**src/rtl/uart_cts_pkg.sv**
```systemverilog
package uart_cts_pkg;
  localparam int DATA_W     = 8;
  localparam int FRAME_BITS = DATA_W + 2;

  // Frame image, shifted out from bit 0: start(0), data LSB first, stop(1).
  function automatic logic [FRAME_BITS-1:0] frame_bits(input logic [DATA_W-1:0] d);
    return {1'b1, d, 1'b0};
  endfunction

  // Line level when the line is idle (between frames).
  function automatic logic idle_level();
    return 1'b1;
  endfunction
endpackage

```
**src/rtl/cts_sync.sv**
```systemverilog
module cts_sync (
  input  logic clk,
  input  logic rst_n,
  input  logic cts_n_async,
  output logic cts_n_sync,
  output logic cts_toggle
);
  logic meta_q, sync_q, hist_q;

  always_ff @(posedge clk or negedge rst_n) begin
    if (!rst_n) begin
      meta_q <= 1'b1;
      sync_q <= 1'b1;
      hist_q <= 1'b1;
    end else begin
      meta_q <= cts_n_async;
      sync_q <= meta_q;
      hist_q <= sync_q;
    end
  end

  assign cts_n_sync = sync_q;
  assign cts_toggle = sync_q ^ hist_q;
endmodule

```
**src/rtl/tx_hold.sv**
```systemverilog
module tx_hold #(
  parameter int DATA_W = 8
) (
  input  logic              clk,
  input  logic              rst_n,
  input  logic              wr_en,
  input  logic [DATA_W-1:0] wr_data,
  input  logic              take,
  output logic              valid,
  output logic [DATA_W-1:0] data
);
  logic accept;
  assign accept = wr_en && !valid;

  always_ff @(posedge clk or negedge rst_n) begin
    if (!rst_n) begin
      valid <= 1'b0;
      data  <= '0;
    end else begin
      if (accept) begin
        valid <= 1'b1;
        data  <= wr_data;
      end else if (take) begin
        valid <= 1'b0;
      end
    end
  end

  // a write into a full register leaves the stored byte untouched
  p_full_write_ignored_r8: assert property (@(posedge clk) disable iff (!rst_n)
    (valid && !take) |=> (valid && $stable(data)));
endmodule

```
**src/rtl/tx_shifter.sv**
```systemverilog
module tx_shifter
  import uart_cts_pkg::*;
#(
  parameter int CLKS_PER_BIT = 4
) (
  input  logic              clk,
  input  logic              rst_n,
  input  logic              hold_valid,
  input  logic [DATA_W-1:0] hold_data,
  input  logic              cts_ok,
  output logic              frame_start,
  output logic              txd
);
  localparam int DIV_W = (CLKS_PER_BIT > 1) ? $clog2(CLKS_PER_BIT) : 1;
  localparam int BIT_W = $clog2(FRAME_BITS);
  localparam logic [DIV_W-1:0] DIV_LAST = DIV_W'(CLKS_PER_BIT - 1);
  localparam logic [BIT_W-1:0] BIT_LAST = BIT_W'(FRAME_BITS - 1);

  logic                  busy;
  logic [DIV_W-1:0]      div_cnt;
  logic [BIT_W-1:0]      bit_cnt;
  logic [FRAME_BITS-1:0] shreg;
  logic                  bit_tick, last_tick;

  assign bit_tick    = busy && (div_cnt == DIV_LAST);
  assign last_tick   = bit_tick && (bit_cnt == BIT_LAST);
  assign frame_start = (!busy || last_tick) && hold_valid && cts_ok;

  always_ff @(posedge clk or negedge rst_n) begin
    if (!rst_n) begin
      busy    <= 1'b0;
      div_cnt <= '0;
      bit_cnt <= '0;
      shreg   <= '1;
    end else if (frame_start) begin
      busy    <= 1'b1;
      div_cnt <= '0;
      bit_cnt <= '0;
      shreg   <= frame_bits(hold_data);
    end else if (busy) begin
      if (last_tick) begin
        busy <= 1'b0;
      end
      if (bit_tick) begin
        div_cnt <= '0;
        bit_cnt <= bit_cnt + 1'b1;
        shreg   <= {1'b1, shreg[FRAME_BITS-1:1]};
      end else begin
        div_cnt <= div_cnt + 1'b1;
      end
    end
  end

  assign txd = busy ? shreg[0] : idle_level();

  // a frame in progress is never cut short
  p_no_abort_r3: assert property (@(posedge clk) disable iff (!rst_n)
    (busy && !last_tick) |=> busy);
  // the final cycle of every frame carries the stop level
  p_stop_high_r1: assert property (@(posedge clk) disable iff (!rst_n)
    last_tick |-> txd);
  // the first cycle after a start carries the start level
  p_start_low_r1: assert property (@(posedge clk) disable iff (!rst_n)
    frame_start |=> !txd);
endmodule

```
**src/rtl/uart_cts_tx.sv**
```systemverilog
module uart_cts_tx
  import uart_cts_pkg::*;
#(
  parameter int CLKS_PER_BIT = 4
) (
  input  logic              clk,
  input  logic              rst_n,
  input  logic              wr_en,
  input  logic [DATA_W-1:0] wr_data,
  output logic              tx_empty,
  output logic              txd,
  input  logic              cts_n,
  input  logic              flow_en,
  input  logic              cts_irq_en,
  input  logic              cts_flag_clr,
  output logic              cts_flag,
  output logic              cts_irq
);
  logic              cts_n_sync, cts_toggle, cts_ok;
  logic              hold_valid, frame_start;
  logic [DATA_W-1:0] hold_data;

  cts_sync u_sync (
    .clk         (clk),
    .rst_n       (rst_n),
    .cts_n_async (cts_n),
    .cts_n_sync  (cts_n_sync),
    .cts_toggle  (cts_toggle)
  );

  assign cts_ok = !flow_en || !cts_n_sync;

  tx_hold #(.DATA_W(DATA_W)) u_hold (
    .clk     (clk),
    .rst_n   (rst_n),
    .wr_en   (wr_en),
    .wr_data (wr_data),
    .take    (frame_start),
    .valid   (hold_valid),
    .data    (hold_data)
  );

  tx_shifter #(.CLKS_PER_BIT(CLKS_PER_BIT)) u_shift (
    .clk         (clk),
    .rst_n       (rst_n),
    .hold_valid  (hold_valid),
    .hold_data   (hold_data),
    .cts_ok      (cts_ok),
    .frame_start (frame_start),
    .txd         (txd)
  );

  // Sticky change flag: a detected toggle wins over the clear strobe.
  always_ff @(posedge clk or negedge rst_n) begin
    if (!rst_n) begin
      cts_flag <= 1'b0;
    end else if (flow_en && cts_toggle) begin
      cts_flag <= 1'b1;
    end else if (cts_flag_clr) begin
      cts_flag <= 1'b0;
    end
  end

  assign tx_empty = !hold_valid;
  assign cts_irq  = cts_flag && cts_irq_en;

  // with gating on, no frame begins while the synchronized input is high
  p_gate_start_r2: assert property (@(posedge clk) disable iff (!rst_n)
    (flow_en && frame_start) |-> !cts_n_sync);
  // a toggle under flow control always leaves the flag set
  p_flag_set_r5: assert property (@(posedge clk) disable iff (!rst_n)
    (flow_en && cts_toggle) |=> cts_flag);
  // with gating off, a clear flag stays clear
  p_flag_quiet_r4: assert property (@(posedge clk) disable iff (!rst_n)
    (!flow_en && !cts_flag) |=> !cts_flag);
  // the holding register is free right after a hand-over
  p_empty_after_load_r8: assert property (@(posedge clk) disable iff (!rst_n)
    frame_start |=> tx_empty);
endmodule

```
**config.mk**
```make
export PLATFORM = sky130hd
export DESIGN_NAME = uart_cts_tx
export DESIGN_NICKNAME = d
export VERILOG_FILES = /design/src/rtl/uart_cts_pkg.sv /design/src/rtl/cts_sync.sv /design/src/rtl/tx_hold.sv /design/src/rtl/tx_shifter.sv /design/src/rtl/uart_cts_tx.sv
export SDC_FILE = /design/constraint.sdc
export NUM_CORES = 1
export LEC_CHECK = 0
export ABC_AREA = 1
export BUFFER_PORTS_ARGS = -buffer_cell sky130_fd_sc_hd__buf_2
export CAP_MARGIN = 20
export CORE_AREA = 2 2 57 59
export DETAILED_ROUTE_END_ITERATION = 6
export DIE_AREA = 0 0 59 61
export GPL_TIMING_DRIVEN = 0
export PLACE_DENSITY_LB_ADDON = 0.08
export SYNTH_ARGS = -nofsm -noshare
export SYNTH_HDL_FRONTEND = slang
export SYNTH_SLANG_ARGS = --single-unit
```
**constraint.sdc**
```tcl
create_clock -name clk -period 1.4 [get_ports clk]
set_input_delay 0.14 -clock clk [delete_from_list [all_inputs] [get_ports clk]]
set_output_delay 0.14 -clock clk [all_outputs]
set_load 0.05 [all_outputs]
```
### Yosys cells after proc, flatten, opt, wreduce, memory -nomap -nowiden

Cells that the tools add are included.

* add/subtract/negate cells: 2
* equal/unequal tests: 2
* mux-type cells: 17
* bitwise operators: 1
* reductions and logical operators: 18

Operators by type and width (count)
* two-way mux 10 bit: 3
* two-way mux 4 bit: 3
* two-way mux 1 bit: 8
* nonzero test 2 bit: 4
* logical AND 1 bit: 7
* two-way mux 2 bit: 3
* adder 4 x 1 -> 4 bit (second input constant): 1
* == test 4 bit (second input constant): 1
* zero test 1 bit: 4
* adder 2 x 1 -> 2 bit (second input constant): 1
* == test 2 bit (second input constant): 1
* logical OR 1 bit: 2
* AND reduction 2 bit: 1
* bitwise XOR 1 bit: 1

* register bits: 30
* input port bits: 15
* output and inout port bits: 4
* word-level logic and storage cells: 50

### Logic depth before layout (Yosys ltp)

Gate-level depths: netlist of the first run.

* depth after elaboration: 8
* gate-level depth with buffers: 10
* mapped depth without buffers: 10

### Hierarchy

From an unflattened synthesis of the first run, not the netlist that was laid out.

* cell total of the unflattened synthesis: 164
* area total of the unflattened synthesis: 1378.8 µm²

By module, submodules not included
* tx_shifter: times used 1, cells an instance 110, area an instance 869.6 µm²
* tx_hold: times used 1, cells an instance 37, area an instance 356.6 µm²
* cts_sync: times used 1, cells an instance 8, area an instance 97.6 µm²
* uart_cts_tx: times used 1, cells an instance 9, area an instance 55.1 µm²

### Least setup slack after synthesis of the first run

Ideal clock, no wire load.

* path type: reg2reg
* start: reg u_shift.bit_cnt[1]
* end: reg u_shift.bit_cnt[1]
* library setup time: 0.119 ns
* arrival: 1.207 ns
* data required time: 1.281 ns
* setup slack: 0.075 ns
* stages on the path, launching flop included: 10
* period minus slack after synthesis: 1.325 ns
* path through: dfrtp_1 inv_1 ha_1 inv_1 nor2_1 nand2_2 nand2_4 nand2_8 buf_12 o21a_1

* word-level cells in the longest chain between the ends: 7

Ends and longest elaborated chain
* start: declaration: RTL line tx_shifter.sv:21 `logic [BIT_W-1:0] bit_cnt;`
* start signal: assignment: RTL line tx_shifter.sv:46 `bit_cnt <= bit_cnt + 1'b1;`
* branches (longest 7 deep; another with adder 4 x 1 -> 4 bit)

Parallel ways; which one is timed is not known. The select of a mux whose other input is x is not followed.
A chain may end at the register's enable or synchronous reset.

### Worst setup path after layout of the first run

Same ends and word-level chain as after synthesis.

==> results of run 1 <==
[report_power, final]
group	total, mW	switching [mW]	internal, mW
Combinational	0.170	0.102	0.0680
Clock	0.520	0.272	0.248
Sequential	0.883	0.00979	0.873
[timing repair]
item                                    CTS  global route
gates cloned                              0             2
gates resized for setup                   1             5
setup buffers                             3             4
pin swaps                                 1             3
hold buffers                              3             0
endpoints found under the setup margin   17            17
endpoints found under the hold margin    19             0
[through the flow]
| step | setup WS, ns | TNS, ns | instances | util (%) |
|---|---|---|---|---|
| 2_1_floorplan | 0.0747 | 0 | 152 | - |
| 3_3_place_gp | -0.0476 | -0.110 | 203 | 52.3 |
| 3_5_place_dp | -0.0524 | -0.240 | 203 | 52.3 |
| 4_1_cts | 0.00931 | 0 | 217 | 56.1 |
| 5_1_grt | -0.00994 | -0.0137 | 223 | 58.8 |
| 6_report | 0.0636 | 0 | 223 | 58.8 |
[cell type report]
type | instances | share of cell area, %
sequential | 29 | 42.7
multi-input combinational | 104 | 34.0
timing repair buffer | 29 | 11.6
inverter | 17 | 3.82
clock buffer | 8 | 3.39
tap | 33 | 2.38
buffer | 3 | 2.09
[cells in the final DEF (no fill, tap or decap), types with 2 or more instances in the layout]
cell type,netlist,routed
sky130_fd_sc_hd__inv_2,2,3
sky130_fd_sc_hd__ha_1,3,2
sky130_fd_sc_hd__buf_6,1,2
sky130_fd_sc_hd__dfrtp_1,17,16
sky130_fd_sc_hd__xnor2_1,2,2
sky130_fd_sc_hd__nand2_4,2,3
sky130_fd_sc_hd__clkbuf_4,0,5
sky130_fd_sc_hd__nand2_1,41,41
sky130_fd_sc_hd__nand3_1,9,8
sky130_fd_sc_hd__clkbuf_1,0,2
sky130_fd_sc_hd__dfstp_2,12,12
sky130_fd_sc_hd__nand3_2,8,9
sky130_fd_sc_hd__dlygate4sd3_1,0,3
sky130_fd_sc_hd__buf_2,1,19
sky130_fd_sc_hd__buf_4,0,6
sky130_fd_sc_hd__a21oi_1,10,10
sky130_fd_sc_hd__nor2_1,17,16
sky130_fd_sc_hd__inv_1,13,12
sky130_fd_sc_hd__nor2_2,2,3
sky130_fd_sc_hd__xor2_1,2,2
sky130_fd_sc_hd__nand2_2,2,2
[worst reg2reg max path, stage by stage, from the launching register on]
cell and delay (ns):
sky130_fd_sc_hd__dfrtp_1 0.40, sky130_fd_sc_hd__inv_2 0.06, sky130_fd_sc_hd__ha_1 0.13, sky130_fd_sc_hd__inv_1 0.05
sky130_fd_sc_hd__nor2_2 0.08, sky130_fd_sc_hd__nand2_2 0.07, sky130_fd_sc_hd__nand2_4 0.12, sky130_fd_sc_hd__nand2_8 0.09
sky130_fd_sc_hd__buf_12 0.16, sky130_fd_sc_hd__o21a_1 0.09
[Yosys cell counts, drive strengths merged (2+ instances only)]
library cell,number
nand2,46
nor2,19
dfrtp,17
nand3,17
inv,16
dfstp,12
a21oi,11
buf,3
ha,3
xnor2,2
xor2,2
[metal layers]
metal,up-vias,global-route usage [%],wire [um]
met2,18,28.1,1300
met4,0,5.84,10
met3,2,6.40,106
met5,-,0,0
met1,500,20.0,1150
li1,547,-,-
[worst paths after layout]
check / from / to / slack, ns
max: u_shift.bit_cnt[1] / u_shift.bit_cnt[1] / 0.06
min: wr_data[5] / u_hold.data[5] / 0.06
max reg2reg: u_shift.bit_cnt[1] / u_shift.bit_cnt[1] / 0.06
min reg2reg: u_sync.meta_q / u_sync.cts_n_sync / 0.36
max in group asynchronous: rst_n / u_shift.busy / 0.58
min in group asynchronous: rst_n / u_hold.data[5] / 0.37
[logic make-up after synthesis]
logic type	after synthesis	synth area share (%)
AND/OR/NAND/NOR	83	29.5
flip-flops	29	52.4
buffers and inverters	20	7.26
AO/OA/AOI/OAI	13	5.67
XOR/XNOR	4	2.48
adder cells (fa/ha/maj)	3	2.66
[registers in the layout, indices dropped and copies added, names as in the netlist]
| name | flops |
|---|---|
| u_sync.hist_q | 1 |
| u_shift.busy | 1 |
| u_hold.valid | 1 |
| u_shift.shreg | 9 |
| cts_flag | 1 |
| u_shift.bit_cnt | 4 |
| u_sync.meta_q | 1 |
| u_hold.data | 8 |
| u_shift.div_cnt | 2 |
| u_sync.cts_n_sync | 1 |
==> results by stage, run 1 <==
Run status:
- The flow ran to the end, and the final reports show no timing, DRC or antenna violations.

Hold path:
- The worst hold path was traced through 3 stages.
- The class of the most critical hold timing path is in -> reg.

Drt:
- The detailed-route wire length per cell is 11.5 um.
- The total detailed-routing wirelength is 2570 um.
- The number of antenna-violating nets in the routed design is 0.
- The routed layout has 1067 vias.
- The number of DRC markers after the initial detailed-route iteration is 17.
- The number of design rule violations left after detail routing is 0.
- After detailed routing, the number of vias per cell comes to 4.78.
- The pre-antenna-repair detailed-routing pass consisted of 3 iterations.

Layout:
- The count of inserted antenna diode cells is 0.
- The fraction of final layout cells sized beyond drive strength 1 is 38.4%.
- The cell area after layout is 0.00174 mm2.
- The final layout contains 207 nets.
- Summing all multi-input logic gate instances after layout gives 591 um2.
- Across the whole layout, storage elements account for 742 um2.
- The area growth from synthesis to layout is 22.9%.
- The fill cell total of the finished layout is 294.

GRT:
- The first global-routing pass estimated 4420 um of wire.
- The number of global-route vias before repair is 1027.
- The number of antenna violations at the first check in global routing is 0.
- Entering global routing, the biggest net connects 30 pins.
- The total global routing overflow is 0.
- In the global route stage, overall resource usage came out at 16.8%.

Synthesis:
- The synthesized area per cell is 9.29 um2.
- Yosys attributes the largest share of cell area to sky130_fd_sc_hd__dfrtp_1 30%, sky130_fd_sc_hd__dfstp_2 22%, sky130_fd_sc_hd__nand2_1 11%.
- The proportion of synthesized flip-flops having asynchronous set or reset is 100%.
- The number of nets in the synthesized netlist is 170.
- Counting flops with a built-in enable in the synthesized netlist gives 0.
- After synthesis, the netlist uses 25 different library cells.
- For this run, the number of Yosys warnings is 0.
- In this run, synthesis produced a sequential element count of 29.
- The instance count of the mapped netlist is 152.
- In this run the cell area of the synthesized design comes to 0.00141 mm2.
- Of the synthesized area, sequential elements account for 52.4%.
- The share of the synthesized area in the top cell type is 30.1%.
- The library cell with the largest summed area after synthesis is sky130_fd_sc_hd__dfrtp_1.
- The top flip-flop cell by instance count after synthesis is sky130_fd_sc_hd__dfrtp_1.

Clock network:
- The total clock buffers created by CTS is 5.
- The clock passes through at most 2 buffers.
- The number of sinks on the clock net is 29.
- The H-tree was split into 2 levels.
- TritonCTS built the clock tree.
- After clock tree synthesis, the clock-pin slew on the worst setup and hold paths is 0.09 ns.
- Clock tree synthesis selected as its root buffer the cell sky130_fd_sc_hd__clkbuf_4.
- The later pin in the worst-skew pair is clocked with a latency of 0.32 ns.

Timing:
- After layout, the minimum clock period comes to 1.34 ns.
- The actual transition at the worst max-transition pin is 0.637 ns.
- Across all hold checks on the routed design, the worst slack comes to 0.0561 ns.
- The number of max-slew violations in the final report is 0.
- Setup repair after global routing could not meet its margin everywhere.
- The final clock skew is 0.0107 ns.
- Setup violations remaining at the end of the flow were counted as 0.
- The worst max-slew margin expressed relative to the limit is 57.5%.
- Static timing analysis puts the maximum clock frequency at 748 MHz.
- The final critical path takes up 95.5% of the cycle.
- The number of hold violations in the final report is 0.

Floorplan:
- The count of boundary I/O pins is 19.
- The area of the core region is 0.00295 mm2.
- The total die area is 0.00360 mm2.
- The width of the die is 59 um.
- For this configuration, the core starts out at a cell density of 47.8%.
- The row count is 20.
- The die boundary height is 61 um.

Power:
- Summed over all cells, the static leakage comes to 0.871 nW.
- Total power for the finished layout comes to 1.57 mW.
- The areal power density over the cells is 906 mW/mm2.
- The worst-case IR drop observed on VDD is 0.000618 V.

Place:
- Port buffering added 18 buffers.
- The HPWL after detailed placement is 1730 um.
- The congestion estimate from routability-driven global placement came to 0.735.
- Once placement finished, the instance area stood at 0.00154 mm2.

Setup path:
- The number of buffers and inverters on the critical path is 3.
- The critical path crosses 9 cells after its start point.
- The data arrival time of the critical path is 1.55 ns.
- Along the worst path, the maximum fanout reaches 6.
- On the worst path, the slowest cell contributes a delay of 0.40 ns.
- The category of cells accounting for the largest share of critical-path delay is flip-flops.
- The critical path goes through inv_2 > ha_1 > inv_1 > nor2_2 > nand2_2 > nand2_4 > nand2_8 > buf_12 > o21a_1.
- The worst register-to-register path has a depth of 9.
- At the worst endpoint, the required time is 1.62 ns.
- The critical path capture point type is a flip-flop.
- The classification of the worst setup path is reg -> reg.
- The kind of start point of the critical path is a flip-flop.
- On the critical path, the stage with the largest delay is an instance of sky130_fd_sc_hd__dfrtp_1.

Run:
- The max-cap violation count is 0.
No activity file was read; power rests on OpenSTA's default activity.
==> inputs of run 2 (changes only) <==
--- a/config.mk
+++ b/config.mk
@@ -8,11 +8,12 @@
 export ABC_AREA = 1
 export BUFFER_PORTS_ARGS = -buffer_cell sky130_fd_sc_hd__buf_2
 export CAP_MARGIN = 20
-export CORE_AREA = 2 2 57 59
+export CORE_AREA = 2 2 56 58
 export DETAILED_ROUTE_END_ITERATION = 6
-export DIE_AREA = 0 0 59 61
+export DIE_AREA = 0 0 58 60
 export GPL_TIMING_DRIVEN = 0
 export PLACE_DENSITY_LB_ADDON = 0.08
 export SYNTH_ARGS = -nofsm -noshare
 export SYNTH_HDL_FRONTEND = slang
+export SYNTH_HIERARCHICAL = 1
 export SYNTH_SLANG_ARGS = --single-unit
==> run 2 against run 1 <==
Via count increased by 2.5%. Combinational power increased to 7.2 times the previous value. Synthesized cell count increased by 7.9%. Flip-flop and latch count unchanged. Critical path type unchanged. Critical endpoint is now u_shift/bit_cnt[1]. Worst hold slack got worse by 0.033 ns. Global-route usage increased by 1.1 points.
==> results by stage, run 2 <==
Timing:
- The worst pin sits at a relative slew slack of 58.2%.
- The period utilization is 97.3%.
- The number of max-slew violations in the final report is 0.
- Setup repair after global routing could not meet its margin everywhere.
- The final clock skew is 0.00452 ns.
- The post-route setup TNS is 0 ns.
- The worst path needs 1.36 ns of the cycle, external delays included.
- Setup slack closes at 0.0382 ns.
- On the final layout, the worst hold slack is 0.0227 ns.
- Setup violations remaining at the end of the flow were counted as 0.
- For the pin with the worst max-slew slack, the measured transition is 0.628 ns.
- The number of hold violations in the final report is 0.
- The maximum clock frequency is 734 MHz.

Synthesis:
- The library cell with the largest summed area after synthesis is sky130_fd_sc_hd__dfrtp_1.
- The adder-cell share of the synthesized area is 2.72%.
- By area, the combinational part of the netlist is dominated by simple AND/OR/NAND/NOR gates.
- By instance count, the leading cell after synthesis is sky130_fd_sc_hd__nand2_1.
- In this run the cell area of the synthesized design comes to 0.00138 mm2.
- The top flip-flop cell by instance count after synthesis is sky130_fd_sc_hd__dfrtp_1.
- The count of flip-flops with a built-in enable after synthesis is 0.
- In the synthesized netlist, mux cells make up 0% of the area.
- For this run, the register share of the synthesized area comes to 53.7%.
- After synthesis, the most frequently instantiated cells are 61 x sky130_fd_sc_hd__nand2_1, 25 x sky130_fd_sc_hd__inv_1, 22 x sky130_fd_sc_hd__nand3_1, 17 x sky130_fd_sc_hd__dfrtp_1, 12 x sky130_fd_sc_hd__dfstp_2.
- The post-synthesis share of cell area spent on xor and xnor gates is 1.27%.
- After synthesis, the share of flip-flops with an asynchronous set or reset is 100%.
- Summing the areas of all and, or, nand and nor instances in the mapped netlist gives 28.9% of the synthesized area.
- Yosys mapped the design onto 22 distinct sky130hd cell types.
- The register bit count reported by yosys is 29.
- The synthesized netlist devotes 3.72% of its cell area to compound gates.
- The Yosys step of the flow raised 6 warnings.
- The instance count of the mapped netlist is 164.
- The number of nets in the synthesized netlist is 182.
- The share of the synthesized area in the top cell type is 30.9%.
- After synthesis, the mean cell area works out to 8.41 um2.
- In the post-synthesis netlist, the biggest area contributors are sky130_fd_sc_hd__dfrtp_1 31%, sky130_fd_sc_hd__dfstp_2 23%, sky130_fd_sc_hd__nand2_1 17%.

Setup path:
- The number of cell instances on the worst register-to-register path is 10.
- The worst setup path is launched from a flip-flop.
- Along the worst path, the maximum fanout reaches 5.
- STA classifies the critical path endpoint as a flip-flop.
- Walking the worst path, the cells encountered are inv_2 > ha_4 > inv_2 > nor2_4 > nand2_4 > nand2_4 > nand2_4 > buf_6 > nand3_2 > o21ai_1.
- The critical path crosses 10 cells after its start point.
- The number of buffer and inverter stages on the critical path is 3.
- The category of cells accounting for the largest share of critical-path delay is flip-flops.
- The data arrival time of the critical path is 1.58 ns.
- The required time at the endpoint of the critical path is 1.62 ns.
- The classification of the worst setup path is reg -> reg.
- In this design, the stage delay of the slowest critical-path cell is 0.41 ns.
- The dominant cell type by count on the critical path is sky130_fd_sc_hd__nand2_4.
- The critical-path cell with the highest stage delay is sky130_fd_sc_hd__dfrtp_1.

Layout:
- The number of flip-flops in the largest register is 9.
- The core occupancy in the finished layout is 59.6%.
- The count of inserted antenna diode cells is 0.
- The fraction of final layout cells sized beyond drive strength 1 is 33.7%.
- From synthesis to final layout, the design area changed by 25.5%.
- The finished cells cover 0.00173 mm2.
- For this run, the post-layout net count is 216.
- The largest registers in the layout are u_shift/shreg x9, u_hold/data x8, u_shift/bit_cnt x4.
- The top cell types in the final layout, fill and taps aside, are 58 x sky130_fd_sc_hd__nand2_1, 22 x sky130_fd_sc_hd__inv_1, 19 x sky130_fd_sc_hd__nand3_1, 17 x sky130_fd_sc_hd__buf_2, 16 x sky130_fd_sc_hd__dfrtp_1.
- Ranked by flip-flop count, first place goes to u_shift/shreg.
- Leaving out fill and tap cells, the most frequent cell in the layout is sky130_fd_sc_hd__nand2_1.
- Once layout is complete, the cells apart from fillers number 232.

Drt:
- After detailed routing, the average wire length per cell comes to 11.6 um.
- The detailed router put a total of 1180 um of wire on met1.
- After detailed routing, the met2 layer carries 1320 um of wire.
- The pre-antenna-repair detailed-routing pass consisted of 4 iterations.
- The routed layout has 1094 vias.
- The vias per cell is 4.72.
- Once detail routing completed, the nets flagged for antenna violations numbered 0.
- Signal routing reaches up to met4.
- For this block, the initial DRC count from the detailed router was 39.
- In the routed design, unresolved DRC markers number 0.
- After detailed routing, the met3 layer carries 111 um of wire.
- The total detailed-routing wirelength is 2680 um.

Floorplan:
- The row count is 20.
- The count of boundary I/O pins is 19.
- The die boundary height is 60 um.
- For this configuration, the core starts out at a cell density of 47.5%.
- The floorplan step set the die width to 58 um.
- The floorplan step defined a die boundary enclosing 0.00348 mm2.
- The area of the core region is 0.00290 mm2.

Clock network:
- The clock network latency to the later pin of the worst-skew pair is 0.33 ns.
- TritonCTS built the clock tree.
- In this run the number of H-tree levels came out at 2.
- The number of sinks on the clock net is 29.
- The total clock buffers created by CTS is 5.
- The worst-case clock buffer depth is 2.
- The root buffer cell chosen for the clock tree is sky130_fd_sc_hd__clkbuf_4.
- The clock edge transition at the registers on the reported setup and hold paths is 0.09 ns.

GRT:
- The total global routing overflow is 0.
- The total global-route track usage is 17.9%.
- The first-pass GRT wire length is 4520 um.
- The pin count of the biggest net entering global routing is 30.
- The number of antenna violations at the first check in global routing is 0.
- The number of global-route vias before repair came to 999.

Place:
- The wire-length estimate of the detail-placed layout is 1710 um.
- The number of cells after detailed placement is 214.
- Summing all placed instances gives a cell area of 0.00151 mm2.
- In this run the tool buffered the top-level ports with 17 buffer cells.
- The weighted congestion at the end of routability-driven global placement is 0.786.
- The worst slack after detailed placement is -0.178 ns.

Power:
- The highest ir drop seen on vdd is 0.000980 V.
- Total power for the finished layout comes to 3.17 mW.
- Dividing total power by cell area gives a power density of 1830 mW/mm2.
- The leakage power summed over all cells is 0.957 nW.

Hold path:
- Along the worst hold path, the cell count comes to 3.
- The worst hold path belongs to the class in -> reg.

Run:
- The max-cap violation count is 0.

Run status:
- The flow ran to the end, and the final reports show no timing, DRC or antenna violations.
==> run 2: cell types whose count changed after synthesis, moves of 2 or more <==
cell | before | now
sky130_fd_sc_hd__nand3_2 | 8 | 0
sky130_fd_sc_hd__nand2_1 | 41 | 61
sky130_fd_sc_hd__xnor2_1 | 2 | 0
sky130_fd_sc_hd__a21oi_1 | 10 | 3
sky130_fd_sc_hd__nor2_2 | 2 | 0
sky130_fd_sc_hd__inv_1 | 13 | 25
sky130_fd_sc_hd__nor2_1 | 17 | 3
sky130_fd_sc_hd__nand3_1 | 9 | 22
sky130_fd_sc_hd__o21ai_1 | 0 | 2
==> run 2: layer usage <==
layer  track usage, %  vias to the layer above
li1                 -                      574
met1             20.9                      493
met2             29.5                       20
met3             5.84                        7
met4             9.30                        0
met5                0                        -
==> run 2: path summary, 6_finish.rpt <==
check	start	to	slack (ns)
min in group asynchronous	rst_n	u_shift/div_cnt[0]	0.36
worst max register to register	u_shift/bit_cnt[1]	u_shift/bit_cnt[1]	0.04
max in group asynchronous	rst_n	u_shift/busy	0.60
worst min register to register	u_sync/meta_q	u_sync/cts_n_sync	0.36
worst max-delay path	u_shift/bit_cnt[1]	u_shift/bit_cnt[1]	0.04
worst min-delay path	flow_en	cts_flag	0.02
==> run 2: what timing repair did <==
action,4_1_cts,5_1_grt
endpoints found under the setup margin,16,17
hold endpoints to repair,18,0
hold buffers,2,0
pin swaps,3,6
resized for setup,7,18
gates cloned,1,1
setup buffers,4,2
==> run 2: worst reg2reg max path: stages (launching register included) <==
cell and delay, ns:
sky130_fd_sc_hd__dfrtp_1 0.41, sky130_fd_sc_hd__inv_2 0.09, sky130_fd_sc_hd__ha_4 0.14, sky130_fd_sc_hd__inv_2 0.04
sky130_fd_sc_hd__nor2_4 0.11, sky130_fd_sc_hd__nand2_4 0.09, sky130_fd_sc_hd__nand2_4 0.08, sky130_fd_sc_hd__nand2_4 0.06
sky130_fd_sc_hd__buf_6 0.13, sky130_fd_sc_hd__nand3_2 0.05, sky130_fd_sc_hd__o21ai_1 0.06
==> run 2: report_power, final <==
part           internal (mW)  leakage, nW  switching [mW]
combinational          0.526        0.596           0.707
sequential              1.24        0.330           0.217
clock                  0.191       0.0320           0.293
==> run 2: final cells by class <==
type                    count  area [um2]
fillers                   278        1170
flip-flops and latches     29         742
multi-input cells         106         598
repair buffers             26         161
inverters                  27         103
clock buffers               6        41.3
well taps                  33        41.3
plain buffers               3        33.8
clock inverters             2        10.0
==> run 2: cell families (layout without fill, tap and decap cells) <==
logic type | after synthesis | in the layout
fa+ha+maj | 3 | 3
xor+xnor | 2 | 2
buf+inv | 30 | 64
flops | 29 | 29
simple gates | 92 | 92
compound gates | 8 | 9
